==> config.mk <==
export PLATFORM = sky130hd
export DESIGN_NAME = ddr_strobe_xfer
export DESIGN_NICKNAME = d
export VERILOG_FILES = /design/src/rtl/ddr_xfer_pkg.sv /design/src/rtl/ddr_clk_phase.sv /design/src/rtl/ddr_rd_capture.sv /design/src/rtl/ddr_byte_fifo.sv /design/src/rtl/ddr_strobe_xfer.sv
export SDC_FILE = /design/constraint.sdc
export NUM_CORES = 1
export LEC_CHECK = 0
export BUFFER_PORTS_ARGS = -buffer_cell sky130_fd_sc_hd__buf_2
export CAP_MARGIN = 20
export CORE_ASPECT_RATIO = 2
export CORE_UTILIZATION = 60
export DETAILED_ROUTE_END_ITERATION = 6
export GPL_TIMING_DRIVEN = 0
export PLACE_DENSITY = 0.84
export SLEW_MARGIN = 0
export SYNTH_ARGS = -nofsm -noshare
export SYNTH_HDL_FRONTEND = slang
export SYNTH_SLANG_ARGS = --single-unit
==> constraint.sdc <==
create_clock -name clk -period 2.8 [get_ports clk]
set_input_delay 0.28 -clock clk [delete_from_list [all_inputs] [get_ports clk]]
set_output_delay 0.28 -clock clk [all_outputs]
set_load 0.02 [all_outputs]
==> src/rtl/ddr_xfer_pkg.sv <==
package ddr_xfer_pkg;
  typedef enum logic [1:0] {
    ST_IDLE  = 2'd0,
    ST_SETUP = 2'd1,
    ST_XFER  = 2'd2
  } xfer_state_e;
endpackage

==> src/rtl/ddr_clk_phase.sv <==
module ddr_clk_phase (
  input  logic       clk,
  input  logic       rst,
  output logic [1:0] ph,
  output logic       f_clk
);
  always_ff @(posedge clk) begin
    if (rst) begin
      ph    <= 2'd0;
      f_clk <= 1'b1;
    end else begin
      ph    <= ph + 2'd1;
      f_clk <= (ph == 2'd3) || (ph == 2'd0);
    end
  end


  fclk_period_chk: assert property (@(posedge clk) disable iff (rst)
    $rose(f_clk) |-> !$past(f_clk, 2));

  fclk_high_chk: assert property (@(posedge clk) disable iff (rst)
    $fell(f_clk) |-> $past(f_clk, 2));
endmodule

==> src/rtl/ddr_rd_capture.sv <==
module ddr_rd_capture #(
  parameter int DW = 8
) (
  input  logic          clk,
  input  logic          rst,
  input  logic          active,
  input  logic          dqs_in,
  input  logic [DW-1:0] dq_in,
  output logic          push,
  output logic [DW-1:0] push_data
);
  logic dqs_prev;

  always_ff @(posedge clk) begin
    if (rst) begin
      dqs_prev <= 1'b0;
      push     <= 1'b0;
    end else begin
      dqs_prev <= dqs_in;
      push     <= active && (dqs_in != dqs_prev);
    end
  end

  // sampled one fast cycle after the strobe transition, mid-eye
  assign push_data = dq_in;


  push_after_edge_chk: assert property (@(posedge clk) disable iff (rst)
    push |-> ($past(dqs_in) != $past(dqs_in, 2)));
endmodule

==> src/rtl/ddr_byte_fifo.sv <==
module ddr_byte_fifo #(
  parameter int DW    = 8,
  parameter int DEPTH = 16
) (
  input  logic          clk,
  input  logic          rst,
  input  logic          push,
  input  logic [DW-1:0] push_data,
  input  logic          pop,
  output logic          valid,
  output logic [DW-1:0] data
);
  localparam int AW = $clog2(DEPTH);

  logic [DW-1:0] mem [DEPTH];
  logic [AW-1:0] wptr, rptr;
  logic [AW:0]   count;
  logic          full, empty, do_wr, do_rd;

  assign full  = (count == (AW+1)'(DEPTH));
  assign empty = (count == '0);
  assign do_wr = push && !full;
  assign do_rd = pop && !empty;

  always_ff @(posedge clk) begin
    if (do_wr) mem[wptr] <= push_data;
  end

  always_ff @(posedge clk) begin
    if (rst) begin
      wptr  <= '0;
      rptr  <= '0;
      count <= '0;
    end else begin
      if (do_wr) wptr <= wptr + 1'b1;
      if (do_rd) rptr <= rptr + 1'b1;
      count <= count + (AW+1)'(do_wr) - (AW+1)'(do_rd);
    end
  end

  assign valid = !empty;
  assign data  = mem[rptr];


  count_range_chk: assert property (@(posedge clk) disable iff (rst)
    count <= (AW+1)'(DEPTH));

  pop_empty_chk: assert property (@(posedge clk) disable iff (rst)
    (empty && pop && !push) |=> empty);
endmodule

==> src/rtl/ddr_strobe_xfer.sv <==
module ddr_strobe_xfer
  import ddr_xfer_pkg::*;
#(
  parameter int DW         = 8,
  parameter int LEN_W      = 8,
  parameter int TCALS      = 4,
  parameter int FIFO_DEPTH = 16
) (
  input  logic             clk,
  input  logic             rst,
  input  logic             start,
  input  logic             wr_mode,
  input  logic [LEN_W-1:0] burst_len,
  input  logic [DW-1:0]    wr_byte,
  output logic             wr_pop,
  output logic             busy,
  output logic             rd_valid,
  output logic [DW-1:0]    rd_data,
  input  logic             rd_pop,
  output logic             f_clk,
  output logic             f_wr_rd_n,
  output logic [DW-1:0]    f_dq_out,
  output logic             f_dq_oe,
  input  logic [DW-1:0]    f_dq_in,
  output logic             f_dqs_out,
  output logic             f_dqs_oe,
  input  logic             f_dqs_in
);
  localparam int CW = LEN_W + 1;
  localparam int SW = $clog2(TCALS) + 1;

  xfer_state_e      state;
  logic             mode_wr;
  logic [LEN_W-1:0] len_q, rcnt;
  logic [CW-1:0]    cnt, next_cnt, last_c;
  logic [SW-1:0]    setcnt;
  logic [1:0]       ph;
  logic             len_ok, setup_done, enter, wr_more, wr_next;
  logic             rd_active, push;
  logic [DW-1:0]    push_data;

  ddr_clk_phase u_phase (.clk(clk), .rst(rst), .ph(ph), .f_clk(f_clk));

  assign len_ok     = (burst_len != '0) && !burst_len[0];
  assign setup_done = (setcnt >= SW'(TCALS - 1));
  assign enter      = (state == ST_SETUP) && setup_done && (ph == 2'd3);
  assign last_c     = {len_q, 1'b0} - CW'(1);
  assign wr_more    = (state == ST_XFER) && mode_wr && (cnt != last_c);
  assign wr_next    = (enter && mode_wr) || wr_more;
  assign next_cnt   = enter ? '0 : cnt + CW'(1);
  assign wr_pop     = wr_next && !next_cnt[0];
  assign rd_active  = (state == ST_XFER) && !mode_wr;
  assign busy       = (state != ST_IDLE);

  always_ff @(posedge clk) begin
    if (rst) begin
      state     <= ST_IDLE;
      mode_wr   <= 1'b1;
      len_q     <= '0;
      cnt       <= '0;
      rcnt      <= '0;
      setcnt    <= '0;
      f_wr_rd_n <= 1'b1;
    end else begin
      case (state)
        ST_IDLE: if (start && len_ok) begin
          state     <= ST_SETUP;
          mode_wr   <= wr_mode;
          len_q     <= burst_len;
          setcnt    <= '0;
          f_wr_rd_n <= wr_mode;
        end
        ST_SETUP: if (enter) begin
          state <= ST_XFER;
          cnt   <= '0;
          rcnt  <= '0;
        end else if (!setup_done) begin
          setcnt <= setcnt + SW'(1);
        end
        ST_XFER: if (mode_wr) begin
          cnt <= next_cnt;
          if (cnt == last_c) state <= ST_IDLE;
        end else if (push) begin
          rcnt <= rcnt + LEN_W'(1);
          if (rcnt == len_q - LEN_W'(1)) state <= ST_IDLE;
        end
        default: state <= ST_IDLE;
      endcase
    end
  end

  // write-side outputs: byte changes on even cycle, strobe toggles on odd
  always_ff @(posedge clk) begin
    if (rst) begin
      f_dq_oe   <= 1'b0;
      f_dqs_oe  <= 1'b0;
      f_dqs_out <= 1'b0;
      f_dq_out  <= '0;
    end else begin
      f_dq_oe   <= wr_next;
      f_dqs_oe  <= wr_next;
      f_dqs_out <= wr_next && (next_cnt[1] ^ next_cnt[0]);
      if (wr_pop) f_dq_out <= wr_byte;
    end
  end

  ddr_rd_capture #(.DW(DW)) u_cap (
    .clk(clk), .rst(rst), .active(rd_active), .dqs_in(f_dqs_in),
    .dq_in(f_dq_in), .push(push), .push_data(push_data)
  );

  ddr_byte_fifo #(.DW(DW), .DEPTH(FIFO_DEPTH)) u_fifo (
    .clk(clk), .rst(rst), .push(push), .push_data(push_data),
    .pop(rd_pop), .valid(rd_valid), .data(rd_data)
  );


  first_byte_align_chk: assert property (@(posedge clk) disable iff (rst)
    $rose(f_dq_oe) |-> (f_clk && !$past(f_clk)));

  dqs_mid_eye_chk: assert property (@(posedge clk) disable iff (rst)
    (f_dqs_out != $past(f_dqs_out)) |-> (f_dq_out == $past(f_dq_out)));

  read_no_drive_chk: assert property (@(posedge clk) disable iff (rst)
    !f_wr_rd_n |-> (!f_dq_oe && !f_dqs_oe));

  mode_hold_chk: assert property (@(posedge clk) disable iff (rst)
    (busy && $past(busy)) |-> $stable(f_wr_rd_n));

  dqs_quiet_chk: assert property (@(posedge clk) disable iff (rst)
    !f_dqs_oe |-> !f_dqs_out);
endmodule

==> results by group, run 1 <==
Placement
  – DP HPWL: ~12000 um
  – RD Place Congestion: 0.893
  – Pre-CTS setup slack: -15.1 ps
  – Port Buffer Count: 53
  – Cell total after placement: 762
  – DP Area: around 8600 sq um

Worst setup path
  – Crit path max-delay cell type: nor3_4
  – Crit. End Element: output port
  – Crit path max-delay family: simple AND/OR/NAND/NOR gates
  – Worst flop-to-flop path startpoint: u_fifo.count[2]
  – Critical Path Stages: 8
  – CP required: 2520 ps
  – Reg2Reg Depth: 5
  – CP bufs+invs: 3
  – Critical path capture point: wr_pop
  – Worst setup startpoint: len_q[2]
  – CP startpoint kind: flip-flop
  – CP arrival: 2450 ps
  – Crit-path max FO: 9
  – Setup Crit Path Kind: flip-flop to output port
  – Critical path, cell by cell: buf_4 -> nor3_4 -> a31oi_4 -> nor4_4 -> a31oi_2 -> o32a_1 -> buf_6 -> buf_2
  – Largest stage delay, worst path: between 300 and 400 ps
  – Worst r2r dst: u_fifo.mem[7][0]
  – Flop-to-flop setup slack: approximately 120 ps

Die
  – IO Pins: between 50 and 60
  – Core Region: 13100 sq um
  – Initial Util: 61.8%
  – Die Width: 84.0 um
  – Die H: between 150 and 200 um
  – Rows: 59
  – Die area: 13900 sq um

Clock network
  – Root buf cell: clkbuf_16
  – CTS sink cnt: ~190
  – CTS HTree Levels: 4
  – Clock latency on the worst-skew pair: about 430 ps
  – Clock buffer depth: 2
  – CTS buffer count: 17
  – Clock-pin slew on the worst setup and hold paths: 70 ps
  – CTS tree: built

Logic synthesis
  – Top cells by count, synth: edfxtp_1 (128), dfxtp_1 (63), nor2_1 (62), mux4_2 (40)
  – Distinct cells, synth: 53
  – Most instantiated library cell after synthesis: edfxtp_1
  – Mapped Area: between 8000 and 9000 sq um
  – Mapped Cells: approximately 550
  – Fraction of registers with async set/reset: 0%
  – Area leader, netlist: edfxtp_1
  – Area contributors post-synth: edfxtp_1 (48%), dfxtp_1 (16%), mux4_2 (11%), nor2_1 (2.9%), mux2i_1 (2.7%)
  – Ys flop type: edfxtp_1
  – Sequential share of the synthesized area: 63.3%
  – Ys Warns: 0
  – Post-synth EDFFs: approximately 130
  – Yosys reg bits: between 150 and 200
  – Syn_nets: 601
  – Syn Area/Cell: between 10 and 15 sq um
  – Proportion of netlist area held by the largest area contributor: 47.6%

Job
  – # Max-Cap Violations: 0

Final layout
  – Post-layout instance count excluding filler cells: 792
  – Multi-input logic area: about 2800 sq um
  – Final layout net count: about 680
  – Diode count: 0
  – Layout area overhead: 14.4%
  – Filler Cell Count: 810
  – Layout Cell Area excl Fill: between 9000 and 10000 sq um
  – Register area: slightly above 5000 sq um
  – Layout cells sized above 1: about a quarter
  – Final core utilization: a little over two thirds

STA
  – Final worst slack: around 65 ps
  – Setup Total Neg Slack: 0 ps
  – Highest Clock Rate: roughly 0.37 GHz
  – Worst-Margin Slew: 938 ps
  – Worst hold slack: just over 60 ps
  – Final period demand of the worst path: 2730 ps
  – Max Slew Vio Count: 0
  – Fin. Hold Viols: 0
  – Skew final: about 7.6 ps
  – Fin crit share: 97.7%
  – RSZ-0062 raised after global routing: yes
  – Slew HR: around 37%
  – Final-report setup violation count: 0

Detailed routing
  – Via count: 4889
  – DRC errors left: 4
  – Routed Antenna Nets: 0
  – Vias per cell: around 6.2
  – Routed wire length: roughly 18000 um
  – Wire per inst: ~22 um
  – First drt pass iteration count: 7
  – DRT iter0 DRCs: around 270

Global routing
  – Largest net degree at the start of global routing: 17
  – First-pass GRT wire length: 27300 um
  – Initial antenna violation count: 0
  – GRT Resource Usage Total: around a quarter
  – Vias in the first global route: around 5300
  – Grt total ovfl: 0

Status
  – Outcome: complete, but fails checks
  – Failing checks: design-rule violations

Worst hold path
  – Hold Path Class: input pin to flip-flop
  – Hold Path Depth: 2

Power and ir drop
  – Leak: about 3.2 nW
  – VDD IR max: approximately 0.54 mV
  – Final Power: between 6 and 7 mW
  – Power per cell area: approximately 750 nW/um^2
state kept, by name (all words and copies together) (netlist names), named ones only:
signal	count
f_dqs_out	1
len_q	8
rcnt	8
f_dq_out	8
u_cap.push	1
u_cap.dqs_prev	1
u_fifo.mem	128
u_fifo.wptr	4
u_fifo.rptr	4
u_phase.ph	2
cnt	9
u_phase.f_clk	1
setcnt	3
u_fifo.count	5
mode_wr	1
state	2
f_dqs_oe	1
placed cells by master, fill, tap and decap left out, types with 3 or more instances in the layout:
| cell type | count |
|---|---|
| buf_6 | 4 |
| clkbuf_16 | 17 |
| nand3_1 | 6 |
| nor2_1 | 61 |
| nor2b_1 | 6 |
| xor2_1 | 24 |
| mux2i_1 | 22 |
| inv_1 | 18 |
| mux4_2 | 40 |
| a21oi_1 | 13 |
| edfxtp_1 | 128 |
| a31oi_1 | 3 |
| nand2_1 | 17 |
| buf_2 | 54 |
| clkbuf_2 | 5 |
| clkbuf_1 | 11 |
| buf_4 | 10 |
| a211o_1 | 3 |
| clkinv_1 | 3 |
| nand2b_1 | 25 |
| dfxtp_1 | 60 |
| nand4_1 | 8 |
| ha_1 | 15 |
| xnor2_1 | 12 |
| o21ai_0 | 5 |
| clkinvlp_4 | 5 |
| nor3_1 | 10 |
report_power, final:
group / internal [mW] / switching (mW) / total, mW
Clock: 1.29 / 0.987 / 2.28
Sequential: 3.08 / 0.0786 / 3.16
Combinational: 0.724 / 0.775 / 1.50
Total: 5.10 / 1.84 / 6.94
timing repair:
action,CTS,global route
endpoints found under the setup margin,10,55
pin swaps,3,2
hold buffers,0,0
resized for setup,15,18
buffers inserted,0,3
cell families after synthesis:
group,count (synthesis),share of synthesized area [%]
and+or+nand+nor,158,9.98
xor gates and xnor gates,38,4.29
buffers and inverters,46,2.42
DFF,191,63.3
adders and majority gates,18,2.88
muxes,62,13.9
AOI/OAI and AO/OA,40,3.27
area by class of cell:
class                   instances  area share [%]
clock inverters                12            1.33
plain buffers                  25            1.55
clock buffers                  18            4.65
flip-flops and latches        191            55.4
multi-input cells             316            30.8
repair buffers                 60            3.44
inverters                      18           0.732
well taps                     152            2.06
how the worst min path moves through the flow:
stage                        to  slack (ps)          start
6_report                mode_wr          60        wr_mode
5_1_grt                 mode_wr          50        wr_mode
4_1_cts                 mode_wr          40        wr_mode
3_5_place_dp      u_phase.ph[0]         410  u_phase.ph[0]
3_3_place_gp      u_phase.ph[0]         410  u_phase.ph[0]
2_1_floorplan  u_fifo.mem[0][0]         380     f_dq_in[0]
layer usage:
metal / vias up / global-route usage [%] / routed length [um]
li1: 2195 / - / -
met1: 2413 / 25.1 / 5540
met2: 211 / 51.0 / 10100
met3: 70 / 4.42 / 869
met4: 0 / 18.1 / 1070
met5: - / 0 / 0
Power figures use the tool's default switching activity.
==> run 2, diff against run 1 <==
- SETUP_SLACK_MARGIN: default -> 0.1
- TNS_END_PERCENT: default -> 30
==> results by group, run 2 (synthesis results as in run 1) <==
Worst setup path
  – Crit. End Element: output port
  – Largest stage delay, worst path: roughly 410 ps
  – Critical path, cell by cell: inv_2 -> ha_4 -> xor2_2 -> nand3_2 -> nor4_4 -> a31oi_2 -> o32a_1 -> buf_6 -> buf_6
  – Flop-to-flop setup slack: around 210 ps
  – CP arrival: approximately 2600 ps
  – Crit path max-delay cell type: nor4_4
  – Crit-path max FO: 4
  – Most common cell on crit path: buf_6
  – Worst r2r dst: u_fifo.count[4]
  – Setup Crit Path Kind: flip-flop to output port
  – Worst flop-to-flop path startpoint: u_fifo.count[3]
  – Reg2Reg Depth: 12
  – CP required: 2520 ps
  – CP startpoint kind: flip-flop

Clock network
  – Root buf cell: clkbuf_16
  – CTS sink cnt: roughly 190
  – CTS tree: built
  – Clock buffer depth: 2
  – Clock latency on the worst-skew pair: approximately 440 ps
  – CTS HTree Levels: 4
  – CTS buffer count: 17
  – Clock-pin slew on the worst setup and hold paths: ~70 ps

Placement
  – Cell total after placement: between 700 and 800
  – Pre-CTS setup slack: -130 ps
  – DP HPWL: 12100 um
  – Port Buffer Count: 53
  – RD Place Congestion: about 0.89

Power and ir drop
  – VDD IR max: 0.524 mV
  – Final Power: about 7.3 mW
  – Power per cell area: 773 nW/um^2
  – Leak: around 3.4 nW

Final layout
  – Post-layout instance count excluding filler cells: around 810
  – Layout cells sized above 1: approximately 28%
  – Final layout net count: 688
  – Commonest non-fill, non-tap cell in the layout: edfxtp_1
  – Commonest cells after routing, fill and taps aside: edfxtp_1 (128), nor2_1 (61), dfxtp_1 (61)
  – Diode count: 0
  – Layout area overhead: 16.7%
  – Max reg flops: ~130
  – Largest registers: u_fifo.mem x128, cnt x9
  – Most flops, register: u_fifo.mem
  – Final core utilization: between 70 and 80%

Detailed routing
  – Routed Antenna Nets: 0
  – DRT iter0 DRCs: 230
  – Wire per inst: 22.4 um
  – DRC errors left: 7
  – Routed wire length: approximately 18000 um
  – Via count: between 4000 and 5000
  – Vias per cell: a little over 6
  – First drt pass iteration count: 7

STA
  – Fin crit share: 102%
  – Slew HR: 37.4%
  – Final-report setup violation count: 1
  – Max Slew Vio Count: 0
  – Fin. Hold Viols: 0
  – Highest Clock Rate: ~0.35 GHz
  – Worst-Margin Slew: between 900 and 1000 ps
  – Final worst slack: -68.8 ps
  – Skew final: approximately 10 ps
  – RSZ-0062 raised after global routing: yes
  – Worst hold slack: about 47 ps
  – Final period demand of the worst path: 2870 ps

Global routing
  – Largest net degree at the start of global routing: 22
  – Initial antenna violation count: 0
  – Grt total ovfl: 0
  – First-pass GRT wire length: ~27000 um
  – GRT Resource Usage Total: between 20% and 30%
  – Vias in the first global route: 5248

Die
  – Core Region: 13100 sq um
  – Initial Util: about 62%
  – IO Pins: 54
  – Die H: roughly 170 um
  – Rows: 59
  – Die area: 13900 sq um
  – Die Width: approximately 84 um

Status
  – Outcome: complete, but fails checks
  – Failing checks: design-rule violations, negative setup slack

Worst hold path
  – Hold Path End: mode_wr
  – Hold Path Depth: 2
  – Hold Crit Start: wr_mode
  – Hold Path Class: input pin to flip-flop

Job
  – # Max-Cap Violations: 0
==> run 2: repair_timing <==
item,CTS,global route
buffers inserted,0,13
pin swaps,5,10
gates resized for setup,25,20
cloned,0,0
hold buffers,0,0
endpoints found under the setup margin,27,101
==> run 2: worst max path at each step <==
stage / start / end / slack (ps) / cells after the start
global placement: u_fifo.count[2] / u_fifo.mem[3][6] / 5 / 5
detailed placement: u_fifo.count[2] / u_fifo.mem[2][5] / -130 / 5
global route: len_q[0] / wr_pop / -120 / 9
CTS: len_q[0] / wr_pop / -50 / 9
finish: len_q[0] / wr_pop / -70 / 9
floorplan: u_fifo.count[3] / u_fifo.count[4] / 120 / 13
==> run 2: per-layer routing <==
layer | share of wire [%] | GRT usage (%) | up-vias
li1 | - | - | 2226
met1 | 33 | 25.6 | 2455
met2 | 59 | 52.7 | 179
met3 | 3.7 | 5.32 | 56
met4 | 4.2 | 12.8 | 0
met5 | 0 | 0 | -
==> run 2: cell type report <==
type	count	area [sq um]
buffer	27	178
clock buffer	17	425
clock inverter	15	203
fill	795	3650
inverter	18	67.6
multi-input combinational	316	2850
sequential	191	5110
tap	152	190
timing repair buffer	69	392
==> run 2: where the power goes <==
group / switching, mW / internal [mW]
Clock: 1.18 / 1.30
Sequential: 0.0642 / 3.08
Combinational: 0.849 / 0.806
Total: 2.10 / 5.19
==> run 2: per-stage QoR <==
stage	area [sq um]	setup TNS, ps
2_1_floorplan	8070	0
5_1_grt	9420	-123
3_3_place_gp	8530	0
4_1_cts	9250	-47.2
3_5_place_dp	8550	-1030
6_report	9420	-68.8
==> run 2: worst max-delay path: cells and delay by family, from the launching register on <==
family,cells,cell delay (ps)
flip-flops,1,370
buffers and inverters,3,310
AO/OA/AOI/OAI,2,520
adder cells (fa/ha/maj),1,270
AND/OR/NAND/NOR,2,540
XOR/XNOR,1,140
==> run 3, diff against run 2 <==
- ABC_AREA: default -> 1
- SETUP_SLACK_MARGIN: 0.1 -> default
==> results by group, run 3 <==
Clock network
  – CTS tree: built
  – Resized cells post-CTS: 4
  – Post-CTS Setup Inserts: 0
  – CTS sink cnt: roughly 190
  – Hold buffers post-CTS: 0
  – Clock latency on the worst-skew pair: roughly 440 ps
  – Root buf cell: clkbuf_16
  – Clock-pin slew on the worst setup and hold paths: about 80 ps
  – CTS buffer count: 17
  – CTS HTree Levels: 4
  – Clock buffer depth: 2

STA
  – Worst-Margin Slew: between 1000 and 1500 ps
  – Max Slew Vio Count: 0
  – Final period demand of the worst path: 2770 ps
  – Slew HR: approximately 31%
  – Fin. Hold Viols: 0
  – Final-report setup violation count: 0
  – Worst hold slack: between 50 and 60 ps
  – Highest Clock Rate: between 0.3 and 0.4 GHz
  – Fin crit share: a little under 100%
  – RSZ-0062 raised after global routing: yes
  – Skew final: around 13 ps
  – Final worst slack: 30.3 ps

Final layout
  – Final layout net count: roughly 940
  – Most flops, register: u_fifo.mem
  – Commonest non-fill, non-tap cell in the layout: edfxtp_1
  – Diode count: 0
  – Filler Cell Count: 1079
  – Largest registers: u_fifo.mem x128, cnt x9
  – Commonest cells after routing, fill and taps aside: edfxtp_1 (128), inv_1 (100), nand2_1 (89)
  – Register area: between 5000 and 6000 sq um
  – Max reg flops: 128
  – Layout area overhead: 13.0%
  – Post-layout instance count excluding filler cells: roughly 1100
  – Multi-input logic area: 2860 sq um
  – Layout cells sized above 1: approximately 15%

Power and ir drop
  – Power per cell area: 760 nW/um^2
  – Leak: 3.71 nW
  – VDD IR max: between 0.4 and 0.5 mV

Status
  – Outcome: finished, final reports clean

Global routing
  – Largest net degree at the start of global routing: 18
  – GRT Resource Usage Total: 28.5%
  – Grt total ovfl: 0
  – Initial antenna violation count: 0
  – Vias in the first global route: about 6100
  – First-pass GRT wire length: ~30000 um

Worst setup path
  – Largest stage delay, worst path: 410 ps
  – Reg2Reg Depth: 14
  – Critical path, cell by cell: clkbuf_1 -> inv_1 -> clkbuf_1 -> o211ai_1 -> nand3_1 -> nand2_1 -> buf_2
  – CP arrival: between 2000 and 2500 ps
  – Most common cell on crit path: clkbuf_1
  – Setup Crit Path Kind: flip-flop to output port
  – Critical Path Stages: 7
  – Crit. End Element: output port
  – Crit path max-delay family: buffers and inverters
  – CP bufs+invs: 4
  – Crit-path max FO: 10
  – CP required: 2520 ps
  – CP startpoint kind: flip-flop
  – Crit path max-delay cell type: clkbuf_1

Die
  – IO Pins: 54
  – Initial Util: between 60% and 70%
  – Rows: 61
  – Core Region: approximately 14000 sq um
  – Die Width: between 80 and 90 um
  – Die H: 170 um
  – Die area: around 15000 sq um

Logic synthesis
  – Post-synth EDFFs: 128
  – Syn_nets: just under 900
  – Distinct cells, synth: 40
  – Area contributors post-synth: edfxtp_1 (45%), dfxtp_1 (15%), inv_1 (4.4%), nand2_1 (3.9%), mux2i_1 (3.8%)
  – Ys flop type: edfxtp_1
  – Mapped Cells: 824
  – Top cells by count, synth: edfxtp_1 (128), inv_1 (100), nand2_1 (89), nor2_1 (71)
  – Sequential share of the synthesized area: between 50% and 60%
  – Yosys reg bits: about 190
  – Most instantiated library cell after synthesis: edfxtp_1
  – Proportion of netlist area held by the largest area contributor: around 45%
  – Area leader, netlist: edfxtp_1
  – Mapped Area: 8510 sq um
  – Ys Warns: 0
  – Fraction of registers with async set/reset: 0%
  – Syn Area/Cell: around 10 sq um

Placement
  – Port Buffer Count: 53
  – DP HPWL: ~15000 um
  – RD Place Congestion: ~0.96
  – Cell total after placement: about 1100
  – Pre-CTS setup slack: 292 ps

Detailed routing
  – Routed wire length: between 15000 and 20000 um
  – First drt pass iteration count: 5
  – Vias per cell: about 5.7
  – Wire per inst: roughly 18 um
  – Routed Antenna Nets: 0
  – DRT iter0 DRCs: about 330
  – Via count: roughly 6200
  – DRC errors left: 0

Worst hold path
  – Hold Path Class: input pin to flip-flop
  – Hold Path Depth: 2

Job
  – # Max-Cap Violations: 0
[run 3: cell type report]
type	instances	area share, %
buffer	29	1.60
clock buffer	20	5.20
clock inverter	12	0.950
inverter	106	4.16
multi-input combinational	497	29.8
sequential	191	53.1
tap	189	2.46
timing repair buffer	53	2.76
[run 3: metal layers]
metal	part of all wire (%)	GRT usage, %	routed length [um]	vias up
li1	-	-	-	2995
met1	33	25.8	6520	2917
met2	55	54.2	10900	227
met3	4.0	4.12	795	74
met4	7.9	22.8	1560	0
met5	0	0	0	-
[run 3: report_power, final]
group	internal, mW	switching [mW]	total, mW
logic	0.590	1.16	1.75
clock network	1.31	1.08	2.39
registers	3.10	0.0810	3.18
[run 3: metrics by stage]
step | TNS, ps | area [sq um] | total power, mW | util (%)
final | 0 | 9620 | 7.31 | 69.2
after global routing | -70.6 | 9620 | 7.62 | 69.2
after CTS | 0 | 9610 | 7.31 | 69.2
after detailed placement | 0 | 9010 | 4.95 | 64.9
after global placement | 0 | 9010 | 4.91 | 64.9
after floorplan | 0 | 8510 | 4.41 | -
[run 3: worst paths after layout]
kind / slack [ps] / endpoint / from
hold reg to reg: 450 / u_phase.ph[0] / u_phase.ph[0]
hold / removal: 60 / u_cap.push / f_dqs_in
setup / recovery: 30 / rd_data[0] / flip-flop
setup reg to reg: 270 / u_fifo.count[4] / u_fifo.count[2]
[run 3: kinds of logic after synthesis]
group	Yosys count	synth area share, %
XOR/XNOR	6	0.617
buffers and inverters	136	6.44
AND/OR/NAND/NOR	266	14.6
AO/OA/AOI/OAI	175	11.9
flip-flops	191	60.0
adder cells (fa/ha/maj)	18	2.73
multiplexers	32	3.76
